$ cat src/rtl/sfet_pkg.sv
package sfet_pkg;
  localparam logic [2:0] A_DATA = 3'd0;
  localparam logic [2:0] A_XCNT = 3'd1;
  localparam logic [2:0] A_BCFG = 3'd2;
  localparam logic [2:0] A_BSTA = 3'd3;
  localparam logic [2:0] A_EVST = 3'd4;
  localparam logic [2:0] A_EVEN = 3'd5;

  localparam int EV_TXDRN = 14;
  localparam int EV_RXDRN = 13;
  localparam int EV_OVR   = 11;
  localparam int EV_UDF   = 10;
  localparam int EV_TXRDY = 4;
  localparam int EV_RXRDY = 3;
  localparam logic [15:0] EV_MASK = 16'h6C18;

  localparam int CFG_RXCLR = 14;
  localparam int CFG_TXCLR = 6;
  localparam int CFG_RXTH  = 8;
  localparam int THF_W     = 6;
endpackage

$ cat src/rtl/sfet_fifo.sv
module sfet_fifo #(
  parameter int W     = 8,
  parameter int DEPTH = 16,
  parameter int AW    = $clog2(DEPTH),
  parameter int LW    = AW + 1
) (
  input  logic          clk,
  input  logic          rst,
  input  logic          clr,
  input  logic          push,
  input  logic [W-1:0]  wdata,
  input  logic          pop,
  output logic [W-1:0]  rdata,
  output logic [LW-1:0] level,
  output logic          full,
  output logic          empty
);
  logic [W-1:0]  mem [DEPTH];
  logic [AW-1:0] wptr, rptr;
  logic          do_push, do_pop;

  assign full    = (level == LW'(DEPTH));
  assign empty   = (level == '0);
  assign do_push = push && !full && !clr;
  assign do_pop  = pop && !empty && !clr;

  // storage without reset so it maps onto block RAM
  always_ff @(posedge clk) begin
    if (do_push) mem[wptr] <= wdata;
  end

  always_ff @(posedge clk) begin
    if (rst) begin
      rdata <= '0;
    end else if (pop) begin
      rdata <= do_pop ? mem[rptr] : '0;
    end
  end

  always_ff @(posedge clk) begin
    if (rst || clr) begin
      wptr  <= '0;
      rptr  <= '0;
      level <= '0;
    end else begin
      if (do_push) wptr <= wptr + 1'b1;
      if (do_pop)  rptr <= rptr + 1'b1;
      level <= level + LW'(do_push) - LW'(do_pop);
    end
  end

  a_r11_level_bound: assert property (@(posedge clk) disable iff (rst)
    level <= LW'(DEPTH));
  a_r3_clear_empties: assert property (@(posedge clk) disable iff (rst)
    clr |=> (level == '0));
endmodule

$ cat src/rtl/sfet_events.sv
module sfet_events #(
  parameter int DEPTH = 16,
  parameter int LW    = $clog2(DEPTH) + 1,
  parameter int CW    = 16,
  parameter int TW    = 6
) (
  input  logic          xfer_rx,
  input  logic [LW-1:0] rx_level,
  input  logic [LW-1:0] tx_level,
  input  logic [CW-1:0] cnt,
  input  logic [TW-1:0] rx_thf,
  input  logic [TW-1:0] tx_thf,
  output logic          rx_rdy,
  output logic          rx_drn,
  output logic          tx_rdy,
  output logic          tx_drn,
  output logic [5:0]    stat_low
);
  localparam int XW = CW + 2;

  logic [XW-1:0] rxl, txl, rxt, txt, cx, need, free;

  function automatic logic [5:0] sat6(input logic [XW-1:0] v);
    return (v > XW'(63)) ? 6'd63 : v[5:0];
  endfunction

  always_comb begin
    rxl  = XW'(rx_level);
    txl  = XW'(tx_level);
    rxt  = XW'(rx_thf) + XW'(1);
    txt  = XW'(tx_thf) + XW'(1);
    cx   = XW'(cnt);
    need = (cx > txl) ? (cx - txl) : '0;
    free = XW'(DEPTH) - txl;
    rx_rdy = xfer_rx && (rxl >= rxt);
    rx_drn = xfer_rx && (cx == '0) && (rxl != '0) && (rxl < rxt);
    tx_rdy = !xfer_rx && (free >= txt) && (need >= txt);
    tx_drn = !xfer_rx && (need != '0) && (need < txt) && (free >= need);
    stat_low = xfer_rx ? sat6(rxl) : sat6(need);
  end
endmodule

$ cat src/rtl/sfet_unit.sv
module sfet_unit #(
  parameter int DEPTH_CODE = 1,
  parameter int DW         = 8,
  parameter int CW         = 16
) (
  input  logic          clk,
  input  logic          rst,
  input  logic          reg_wr,
  input  logic          reg_rd,
  input  logic [2:0]    reg_addr,
  input  logic [15:0]   reg_wdata,
  output logic [15:0]   reg_rdata,
  output logic          irq,
  input  logic          xfer_rx,
  input  logic          eng_rx_push,
  input  logic [DW-1:0] eng_rx_data,
  input  logic          eng_tx_pop,
  output logic [DW-1:0] eng_tx_data
);
  import sfet_pkg::*;

  localparam int DEPTH = 8 << DEPTH_CODE;
  localparam int LW    = $clog2(DEPTH) + 1;

  logic [THF_W-1:0] rx_thf, tx_thf;
  logic [15:0]      ev_q, ien_q, ev_clr, ev_set, ev_n, rd_q;
  logic [CW-1:0]    cnt_q;
  logic [LW-1:0]    rx_level, tx_level;
  logic [DW-1:0]    rx_rdata;
  logic             rx_full, rx_empty, tx_full, tx_empty;
  logic             rx_clr, tx_clr, wr_data, rd_data, rd_data_q;
  logic             rx_rdy, rx_drn, tx_rdy, tx_drn;
  logic [5:0]       stat_low;

  assign wr_data = reg_wr && (reg_addr == A_DATA);
  assign rd_data = reg_rd && (reg_addr == A_DATA);
  assign rx_clr  = reg_wr && (reg_addr == A_BCFG) && reg_wdata[CFG_RXCLR];
  assign tx_clr  = reg_wr && (reg_addr == A_BCFG) && reg_wdata[CFG_TXCLR];

  sfet_fifo #(.W(DW), .DEPTH(DEPTH)) u_rxf (
    .clk(clk), .rst(rst), .clr(rx_clr),
    .push(eng_rx_push), .wdata(eng_rx_data),
    .pop(rd_data), .rdata(rx_rdata),
    .level(rx_level), .full(rx_full), .empty(rx_empty)
  );

  sfet_fifo #(.W(DW), .DEPTH(DEPTH)) u_txf (
    .clk(clk), .rst(rst), .clr(tx_clr),
    .push(wr_data), .wdata(reg_wdata[DW-1:0]),
    .pop(eng_tx_pop), .rdata(eng_tx_data),
    .level(tx_level), .full(tx_full), .empty(tx_empty)
  );

  sfet_events #(.DEPTH(DEPTH), .LW(LW), .CW(CW), .TW(THF_W)) u_ev (
    .xfer_rx(xfer_rx), .rx_level(rx_level), .tx_level(tx_level),
    .cnt(cnt_q), .rx_thf(rx_thf), .tx_thf(tx_thf),
    .rx_rdy(rx_rdy), .rx_drn(rx_drn), .tx_rdy(tx_rdy), .tx_drn(tx_drn),
    .stat_low(stat_low)
  );

  // event set has priority over a same-cycle write-one clear
  always_comb begin
    ev_set = '0;
    ev_set[EV_RXRDY] = rx_rdy;
    ev_set[EV_RXDRN] = rx_drn;
    ev_set[EV_TXRDY] = tx_rdy;
    ev_set[EV_TXDRN] = tx_drn;
    ev_set[EV_OVR]   = eng_rx_push && rx_full && !rx_clr;
    ev_set[EV_UDF]   = eng_tx_pop && tx_empty;
    ev_clr = (reg_wr && (reg_addr == A_EVST)) ? reg_wdata : '0;
    ev_n   = ((ev_q & ~ev_clr) | ev_set) & EV_MASK;
  end

  always_ff @(posedge clk) begin
    if (rst) begin
      ev_q  <= '0;
      ien_q <= '0;
      irq   <= 1'b0;
    end else begin
      ev_q <= ev_n;
      irq  <= |(ev_n & ien_q);
      if (reg_wr && (reg_addr == A_EVEN)) ien_q <= reg_wdata & EV_MASK;
    end
  end

  always_ff @(posedge clk) begin
    if (rst) begin
      rx_thf <= '0;
      tx_thf <= '0;
    end else if (reg_wr && (reg_addr == A_BCFG)) begin
      rx_thf <= reg_wdata[CFG_RXTH +: THF_W];
      tx_thf <= reg_wdata[THF_W-1:0];
    end
  end

  always_ff @(posedge clk) begin
    if (rst) begin
      cnt_q <= '0;
    end else if (reg_wr && (reg_addr == A_XCNT)) begin
      cnt_q <= reg_wdata[CW-1:0];
    end else if ((eng_rx_push || eng_tx_pop) && (cnt_q != '0)) begin
      cnt_q <= cnt_q - 1'b1;
    end
  end

  always_ff @(posedge clk) begin
    if (rst) begin
      rd_q      <= '0;
      rd_data_q <= 1'b0;
    end else begin
      rd_data_q <= rd_data;
      if (reg_rd) begin
        unique case (reg_addr)
          A_XCNT:  rd_q <= 16'(cnt_q);
          A_BCFG:  rd_q <= {2'b00, rx_thf, 2'b00, tx_thf};
          A_BSTA:  rd_q <= {2'(DEPTH_CODE), 8'h00, stat_low};
          A_EVST:  rd_q <= ev_q;
          A_EVEN:  rd_q <= ien_q;
          default: rd_q <= '0;
        endcase
      end
    end
  end

  assign reg_rdata = rd_data_q ? 16'(rx_rdata) : rd_q;

  a_r9_sticky_event: assert property (@(posedge clk) disable iff (rst)
    (ev_q[EV_RXRDY] && !(reg_wr && (reg_addr == A_EVST) && reg_wdata[EV_RXRDY]))
      |=> ev_q[EV_RXRDY]);
  a_r13_count_step: assert property (@(posedge clk) disable iff (rst)
    ((eng_rx_push || eng_tx_pop) && (cnt_q != '0) && !(reg_wr && (reg_addr == A_XCNT)))
      |=> (cnt_q == $past(cnt_q) - 1'b1));
  a_r12_underflow_flag: assert property (@(posedge clk) disable iff (rst)
    (eng_tx_pop && tx_empty) |=> ev_q[EV_UDF]);
  a_r11_overrun_flag: assert property (@(posedge clk) disable iff (rst)
    (eng_rx_push && rx_full && !rx_clr) |=> ev_q[EV_OVR]);
  a_r10_irq_quiet: assert property (@(posedge clk) disable iff (rst)
    (ien_q == '0 && $stable(ien_q)) |=> !irq);
endmodule

$ cat config.mk
export PLATFORM = sky130hd
export DESIGN_NAME = sfet_unit
export DESIGN_NICKNAME = d
export VERILOG_FILES = /design/src/rtl/sfet_pkg.sv /design/src/rtl/sfet_fifo.sv /design/src/rtl/sfet_events.sv /design/src/rtl/sfet_unit.sv
export SDC_FILE = /design/constraint.sdc
export NUM_CORES = 1
export LEC_CHECK = 0
export BUFFER_PORTS_ARGS = -buffer_cell sky130_fd_sc_hd__clkbuf_2
export CORE_ASPECT_RATIO = 1.25
export CORE_MARGIN = 2
export CORE_UTILIZATION = 35
export DETAILED_ROUTE_END_ITERATION = 8
export PLACE_DENSITY_LB_ADDON = 0.12
export SLEW_MARGIN = 20
export SYNTH_ARGS = -nofsm -noshare
export SYNTH_HDL_FRONTEND = slang
export SYNTH_SLANG_ARGS = --single-unit
$ cat constraint.sdc
create_clock -name clk -period 5.2 [get_ports clk]
set_clock_uncertainty 0.1 [all_clocks]
set_input_delay 1.04 -clock clk [delete_from_list [all_inputs] [get_ports clk]]
set_output_delay 1.04 -clock clk [all_outputs]
set_load 0.02 [all_outputs]
==> results of run 1 <==
==> flip-flops by register name, indices dropped and copies added (netlist names), named ones only <==
signal,cells
u_rxf.wptr,4
u_txf.rptr,4
u_txf.mem,128
u_rxf.rdata,8
irq,1
u_txf.level,5
rd_data_q,1
u_txf.rdata,8
rd_q,16
rx_thf,6
u_rxf.rptr,4
u_txf.wptr,4
tx_thf,6
u_rxf.level,5
ev_q,6
cnt_q,16
ien_q,6
u_rxf.mem,128
==> stage by stage <==
step	hold slack (ps)	utilization [%]
finish	369.5	40.49
global route	379.4	40.49
CTS	370.6	40.49
detailed placement	364.8	37.71
global placement	355.6	37.71
floorplan	341.5	-
==> worst max-delay path, stage by stage (launching register included) <==
cell and delay, ps:
dfxtp_1 390, or4_1 610, nand2b_1 270, nor4_1 640, or2_2 320, nor2_1 130, ha_1 320, nor2b_1 130
o211a_1 210, nor3_1 220, nor4_1 80, o22ai_1 280, o21ai_0 180, o21ai_0 230, a21oi_1 100
==> final timing paths <==
kind	start	end	slack (ps)	cells after the start
max	cnt_q[8]	ev_q[4]	820	14
min	rd_q[7]	rd_q[7]	370	2
max reg2reg	cnt_q[8]	ev_q[4]	820	14
min reg2reg	rd_q[7]	rd_q[7]	370	2
==> power by group <==
| group | internal, W | switching (W) |
|---|---|---|
| clock | 0.00164 | 0.00113 |
| sequential | 0.00327 | 0.000235 |
| combinational | 0.00146 | 0.00204 |
==> kinds of logic after synthesis <==
logic type / after synthesis
muxes: 108
and+or+nand+nor: 367
adders and majority gates: 71
buffers and inverters: 106
xor gates and xnor gates: 49
AOI/OAI and AO/OA: 165
DFF: 364
==> cells in the final DEF (no fill, tap or decap), drive strengths merged, types with 4 or more instances in the layout <==
cell	instances
a211oi	15
a21o	4
a21oi	60
a22oi	21
a32oi	4
and3	4
buf	20
clkbuf	114
clkinv	9
dfxtp	108
edfxtp	256
ha	67
inv	42
mux2	9
mux2i	19
mux4	80
nand2	84
nand2b	16
nand3	19
nand4	7
nor2	137
nor2b	32
nor3	29
nor4	10
o21a	4
o21ai	26
o22ai	5
o311ai	4
or2	4
or3	6
or4	4
xnor2	27
xor2	22
==> routing by layer <==
layer / vias up / global-route usage (%)
li1: 4725 / -
met1: 4982 / 21.94
met2: 182 / 31.09
met3: 67 / 2.564
met4: 0 / 5.573
met5: - / 0
==> layout make-up <==
cell class              instances  area (µm²)  area share [%]
flip-flops and latches        364        9852           52.49
multi-input cells             760        6240           33.24
clock buffers                  56        1112           5.926
well taps                     630       788.3           4.199
repair buffers                 78       440.4           2.346
clock inverters                12       177.7          0.9465
inverters                      42       157.7          0.8399
diodes                          1       2.502         0.01333
==> flow_metrics.tcl, run 1 <==
set metrics [dict create \
    fin_nets 1388 \
    hold_viol 0 \
    dp_cells 1874 \
    wirelength_met1_mm 17.84 \
    fin_setup_tns_ps 0 \
    synthSimpleGateAreaFrac_pct 10.54 \
    dr_total_vias 9956 \
    clkTransAtPathRegs_ps 60 \
    worst_pin_slew_ps 858.9 \
    endpoint_kind "register" \
    yosys_warnings 0 \
    synth-seq-cells 364 \
    start_util_pct 35.58 \
    clockBufferDepth 3 \
    core_mm2 0.04635 \
    htree_num_levels 2 \
    leakagePower_nw 6.416 \
    ant_nets 0 \
    remaining_drc_errors 0 \
    critPathLaunchType "register" \
    synth_top_area_share_pct 46.61 \
    drtIter0Drc 555 \
    worstSkewPairLatency_ps 550 \
    synthesis.nets 1334 \
    dieHeight_um 246.7 \
    synth_top_family_by_area "multiplexers" \
    die_area_mm2 0.04889 \
    vdd_drop_max_mv 0.2321 \
    max_cap_violations 0 \
    setup_viol 0 \
    synthTopCellsByArea "edfxtp_1, dfxtp_1, mux4_2" \
    max_slew_margin_pct 42.21 \
    cts_buffers 38 \
    netlist_instances 1230 \
    yosysUniqueCellTypes 63 \
    hpwl_mm 29.62 \
    rsz0062_at_grt "false" \
    grt-ovfl-total 0 \
    grt_pass1_vias 10236 \
    routed_wl_mm 41.75 \
    powerDensity_mw_per_mm2 520.8 \
    rows 88 \
    highest_layer "met4" \
    drv_slew 0 \
    path_class "register to register" \
    wl_met3_mm 1.464 \
    io_buffer_count 58 \
    placed_cell_area_mm2 0.01748 \
    grt_pass1_wl_mm 63.84 \
    wl_met2_mm 21.33 \
    async_flop_share_pct 0 \
    fill_cells 4382 \
    synth_edf_count 256 \
    syn2layout_area_growth_pct 13.81 \
    root_buffer "clkbuf_16" \
    arrival_ps 4660 \
    wl_per_cell_um 21.49 \
    synth_compound_area_share_pct 6.418 \
    syn-cell-area_mm2 0.01649 \
    finalCritPeriodShare_pct 84.14 \
    total_power_w 0.009776 \
    drt_pass1_iterations 4 \
    cts.sinks 364 \
    cts_hold_buffers 0 \
    ios 59 \
    ys_seq_area_share_pct 59.72 \
    clock.fmax_mhz 228.6 \
    cts_tree "done" \
    synth_top_area_cell "edfxtp_1" \
    finalNonFillerCells 1943 \
    drive_gt1_share_pct 18.29 \
    grtUsageTotal_pct 17.53 \
    die_w_um 198.2 \
    hold_path.class "register to register" \
    cts_setup_buffers 0 \
    ys.flop_type "edfxtp_1" \
    vias_per_cell 5.124 \
    synth_xor_area_share_pct 2.602 \
    status "completed" \
    yosys-top-cells-count "edfxtp_1, nor2_1, dfxtp_1, nand2_1, mux4_2" \
    syn_area_per_cell_um2 13.41 \
    layout_min_cycle_time_ps 4375 \
    synth_fa_ha_area_share_pct 5.515 \
    final_cell_area_mm2 0.01877 \
    gp_congestion 0.8570 \
    post-place-ws_ps 873.6 \
    grt_max_degree 75 \
    worst_slack_ps 824.6 \
    worstPathRequired_ps 5490 \
    cts_resized 0 \
    antenna_found_initial 0 \
    critical_path.max_fanout 8 \
    synth_mux_area_share_pct 12.69 \
    yosysMostFrequentCell "edfxtp_1" \
]
No activity file was read; power rests on OpenSTA's default activity.
==> run 2, diff against run 1 <==
Clock period 5.2 ns to 4.4 ns, I/O delays scaled along.
==> run 2 against run 1 <==
Die area stayed put. Global-route usage rose by 0.16 points. Non-clock buffer count rose by 27. Combinational power up 20%. Critical endpoint is now irq.
==> flow_metrics.tcl, run 2 (synthesis results as in run 1) <==
set metrics [dict create \
    path_cells "or3_1, or4_1, nor4_4, or2_2, nor2_1, ha_1, nor2b_1, o211a_1, nor3_1, nor4_1, o22ai_1, o21ai_0, o211ai_1, a31oi_1" \
    core_mm2 0.04635 \
    hp-start "rd_q[6]" \
    cts_tree "done" \
    grt_pass1_vias 10378 \
    diodes 0 \
    cts.sinks 364 \
    setup_viol 0 \
    die_area_mm2 0.04889 \
    clock.fmax_mhz 248.9 \
    grt_max_degree 51 \
    worst_pin_slew_ps 889.8 \
    fill_cells 4368 \
    drt_pass1_iterations 5 \
    layout_min_cycle_time_ps 4017 \
    io_buffer_count 58 \
    layout_commonest_cell "edfxtp_1" \
    wl_per_cell_um 21.41 \
    max_slew_margin_pct 40.56 \
    cts_setup_buffers 0 \
    vias_per_cell 5.083 \
    finalCritPeriodShare_pct 91.29 \
    start_util_pct 35.58 \
    r2r_end "irq" \
    crit_path_max_incr_delay_ps 540 \
    r2r_start "cnt_q[10]" \
    hold_path_end "rd_q[6]" \
    cp_slowest_cell "or4_1" \
    grtUsageTotal_pct 17.69 \
    seq_area_mm2 0.009852 \
    antenna_found_initial 0 \
    critPathBufInv 0 \
    die_w_um 198.2 \
    hold_path.class "register to register" \
    holdPathStages 2 \
    routed_wl_mm 42.23 \
    multi_input_area_mm2 0.006240 \
    remaining_drc_errors 0 \
    placed_cell_area_mm2 0.01768 \
    worstSkewPairLatency_ps 540 \
    dr_total_vias 10023 \
    ios 59 \
    critical_path.top_delay_family "simple AND/OR/NAND/NOR gates" \
    syn2layout_area_growth_pct 14.40 \
    cts_resized 0 \
    worstPathRequired_ps 4690 \
    cts_hold_buffers 0 \
    vdd_drop_max_mv 0.3247 \
    rsz0062_at_grt "false" \
    reg2reg_setup_slack_ps 380 \
    hold_viol 0 \
    htree_num_levels 2 \
    largestRegisters "u_rxf.mem (128), u_txf.mem (128)" \
    critPathLaunchType "register" \
    max_cap_violations 0 \
    endpoint_kind "register" \
    leakagePower_nw 6.519 \
    cts_buffers 39 \
    ant_nets 0 \
    drtIter0Drc 614 \
    dieHeight_um 246.7 \
    reg2regPathDepth 14 \
    layout_common_cells "edfxtp_1, nor2_1, dfxtp_1, nand2_1, mux4_2" \
    root_buffer "clkbuf_16" \
    rows 88 \
    drive_gt1_share_pct 19.75 \
    final_cell_area_mm2 0.01887 \
    grt-ovfl-total 0 \
    critical_path.max_fanout 8 \
    gp_congestion 0.8558 \
    arrival_ps 4310 \
    fin_nets 1416 \
    powerDensity_mw_per_mm2 604.0 \
    hpwl_mm 29.68 \
    grt_pass1_wl_mm 64.36 \
    fin_setup_tns_ps 0 \
    drv_slew 0 \
    status "completed" \
    clockBufferDepth 3 \
    clkTransAtPathRegs_ps 60 \
    path_class "register to register" \
]
run 2: where the power goes:
part | internal, W | switching [W] | total, W
logic | 0.00177 | 0.00243 | 0.00420
registers | 0.00386 | 0.000237 | 0.00410
clock network | 0.00174 | 0.00136 | 0.00310
run 2: cell type report:
class / instances / share of cell area, %
Timing Repair Buffer: 105 / 3.408
Sequential cell: 364 / 52.21
Clock inverter: 23 / 0.7759
Inverter: 42 / 0.8355
Tap cell: 630 / 4.178
Multi-Input combinational cell: 760 / 33.07
Clock buffer: 48 / 5.517
run 2: how the worst max path moves through the flow:
stage,startpoint,endpoint,slack [ps],cells past startpoint
6_report,cnt_q[10],irq,380,14
3_5_place_dp,cnt_q[10],irq,400,14
5_1_grt,cnt_q[10],irq,60,14
4_1_cts,cnt_q[10],irq,380,14
3_3_place_gp,u_txf.level[4],irq,500,15
2_1_floorplan,u_txf.level[1],irq,600,17
run 2: per-stage QoR:
step | hold WS [ps] | cells | utilization [%] | setup WS [ps] | total power [W]
floorplan | 341.5 | 1230 | - | 602.6 | 0.007217
global placement | 358.0 | 1901 | 38.14 | 499.7 | 0.008354
detailed placement | 360.5 | 1901 | 38.14 | 398.9 | 0.008355
CTS | 376.1 | 1972 | 40.70 | 377.8 | 0.01150
global route | 394.3 | 1972 | 40.70 | 59.23 | 0.01219
finish | 372.6 | 1972 | 40.70 | 383.1 | 0.01140
run 2: worst register-to-register path: cells and delay by family (launching register included):
kind            cells  cell delay, ps
simple gates        8            2180
flops               1             400
compound gates      5             920
fa+ha+maj           1             310
run 2: layer usage:
layer / vias up / global-route usage [%] / share of wire [%]
li1: 4771 / - / -
met1: 5001 / 23.24 / 44
met2: 198 / 30.72 / 50
met3: 53 / 2.223 / 3.6
met4: 0 / 4.865 / 2.2
met5: - / 0 / 0
==> run 3, diff against run 2 <==
Settings changed: SYNTH_HIERARCHICAL set to 1.
==> run 3 against run 2 <==
Setup slack got worse by 100 ps. Worst hold slack got worse by 7.9 ps. Die area up 6.4%. Synthesized cell count up 14%. Combinational power increased by 27%. Clock-buffer cell count grew 10. Critical endpoint unchanged.
==> flow_metrics.tcl, run 3 <==
set metrics [dict create \
    wl_per_cell_um 21.77 \
    endpoint_kind "register" \
    syn_area_per_cell_um2 12.51 \
    drt_pass1_iterations 5 \
    r2r_end "irq" \
    cts_hold_buffers 0 \
    post-place-ws_ps 241.7 \
    hpwl_mm 33.73 \
    drtIter0Drc 729 \
    grt_pass1_wl_mm 72.39 \
    clkPwrFrac_pct 25.3 \
    grt-ovfl-total 0 \
    leakagePower_nw 7.146 \
    fin_setup_tns_ps 0 \
    path_class "register to register" \
    yosys_warnings 6 \
    antenna_found_initial 4 \
    max_slew_margin_pct 31.33 \
    total_power_w 0.01270 \
    gp_congestion 0.8470 \
    clkTransAtPathRegs_ps 60 \
    drv_slew 0 \
    syn-cell-area_mm2 0.01757 \
    dieHeight_um 254.5 \
    worst_slack_ps 279.4 \
    worstSkewPairLatency_ps 560 \
    reg2regPathDepth 17 \
    p_seq_share_pct 32.7 \
    syn2layout_area_growth_pct 13.94 \
    core_mm2 0.04953 \
    start_util_pct 35.48 \
    vdd_drop_max_mv 0.3163 \
    cp_slowest_cell "dfxtp_1" \
    grtUsageMet1_pct 22.50 \
    clockBufferDepth 3 \
    busiest_layer "met2" \
    power.switching_w 0.004710 \
    r2r_start "cnt_q[3]" \
    layout_min_cycle_time_ps 4121 \
    ios 59 \
    max_cap_violations 0 \
    cts_buffers 41 \
    die_area_mm2 0.05202 \
    dr_total_vias 11407 \
    netSwitchingFraction_pct 37.10 \
    fin_nets 1603 \
    routed_wl_mm 47.58 \
    root_buffer "clkbuf_16" \
    cts.sinks 364 \
    arrival_ps 4510 \
    path_cells "ha_1, o211ai_1, a21oi_2, o31a_1, nor2_4, nor2_1, ha_1, nor2b_1, o21a_1, o21a_1, o21ai_0, o211a_1, o221ai_1, a311oi_2, nand3b_1, o211ai_1, a41oi_1" \
    setup_viol 0 \
    status "completed" \
    layout_common_cells "edfxtp_1, nor2_1, nand2_1, dfxtp_1, mux2_2" \
    hold_viol 0 \
    hold_path_end "rd_q[6]" \
    crit_path_max_incr_delay_ps 580 \
    holdPathStages 2 \
    clock.fmax_mhz 242.7 \
    synthesis.nets 1505 \
    grt_max_degree 36 \
    io_buffer_count 58 \
    grtUsageTotal_pct 18.60 \
    netlist_instances 1404 \
    worstPathRequired_ps 4790 \
    worst_pin_slew_ps 1027 \
    ant_nets 0 \
    remaining_drc_errors 0 \
    rows 91 \
    grt_pass1_vias 11839 \
    reg2reg_setup_slack_ps 280 \
    critPathLaunchType "register" \
    layout_commonest_cell "edfxtp_1" \
    htree_num_levels 2 \
    p_comb_share_pct 42.0 \
    fill_cells 4749 \
    use_met3_pct 2.964 \
    hold_path.class "register to register" \
    p_int_w 0.007986 \
    met2_usage_pct 33.30 \
    final_util_pct 40.42 \
    drive_gt1_share_pct 22.18 \
    hp-start "rd_q[6]" \
    die_w_um 204.4 \
    finalCritPeriodShare_pct 93.65 \
    critPathBufInv 0 \
    critical_path.top_delay_family "compound AO/OA/AOI/OAI gates" \
    critical_path.max_fanout 8 \
    vias_per_cell 5.221 \
    largestRegisters "u_rxf/mem (128), u_txf/mem (128)" \
    powerDensity_mw_per_mm2 634.2 \
    cts_tree "done" \
]
## run 3: tightest hold or removal path, stage by stage (launching register included)
cell and delay, ps:
dfxtp_1 310, nand2_1 60, a21oi_1 50
## run 3: timing repair
action	4_1_cts	5_1_grt
buffers inserted	0	0
resized for setup	0	3
endpoints found under the setup margin	0	1
## run 3: through the flow
stage	hold slack, ps	area [µm²]	std cells
final	364.7	20020	2185
after global routing	396.5	20020	2185
after floorplan	336.5	17570	1404
after detailed placement	357.4	18740	2110
after global placement	350.3	18740	2110
after CTS	366.6	20000	2184
## run 3: worst max-delay path by stage
stage / start / to / cells after the start
finish: cnt_q[3] / irq / 17
global route: u_txf/level[2] / irq / 18
CTS: u_txf/level[2] / irq / 18
detailed placement: u_txf/level[2] / irq / 18
global placement: u_txf/level[2] / irq / 18
floorplan: reg_addr[2] / u_txf/level[4] / 15
## run 3: power by group through the flow
stage / clock (W) / combinational [W] / sequential, W
finish: 0.00322 / 0.00533 / 0.00415
floorplan: 0 / 0.00380 / 0.00423
global route: 0.00344 / 0.00587 / 0.00418
CTS: 0.00332 / 0.00527 / 0.00415
detailed placement: 0 / 0.00523 / 0.00422
global placement: 0 / 0.00523 / 0.00422
## run 3: final cells by class
| class | instances | area (µm²) | area share, % |
|---|---|---|---|
| multi-input cells | 926 | 7149 | 35.71 |
| well taps | 651 | 814.5 | 4.068 |
| flip-flops and latches | 364 | 9852 | 49.21 |
| clock buffers | 58 | 1121 | 5.600 |
| inverters | 47 | 176.4 | 0.8812 |
| repair buffers | 122 | 770.7 | 3.850 |
| clock inverters | 16 | 133.9 | 0.6687 |
| diodes | 1 | 2.502 | 0.01250 |
## run 3: metal layers
metal	share of wire [%]	wire (µm)
met4	3.5	1652
met2	50	24020
met3	3.5	1648
met1	43	20230
met5	0.055	26
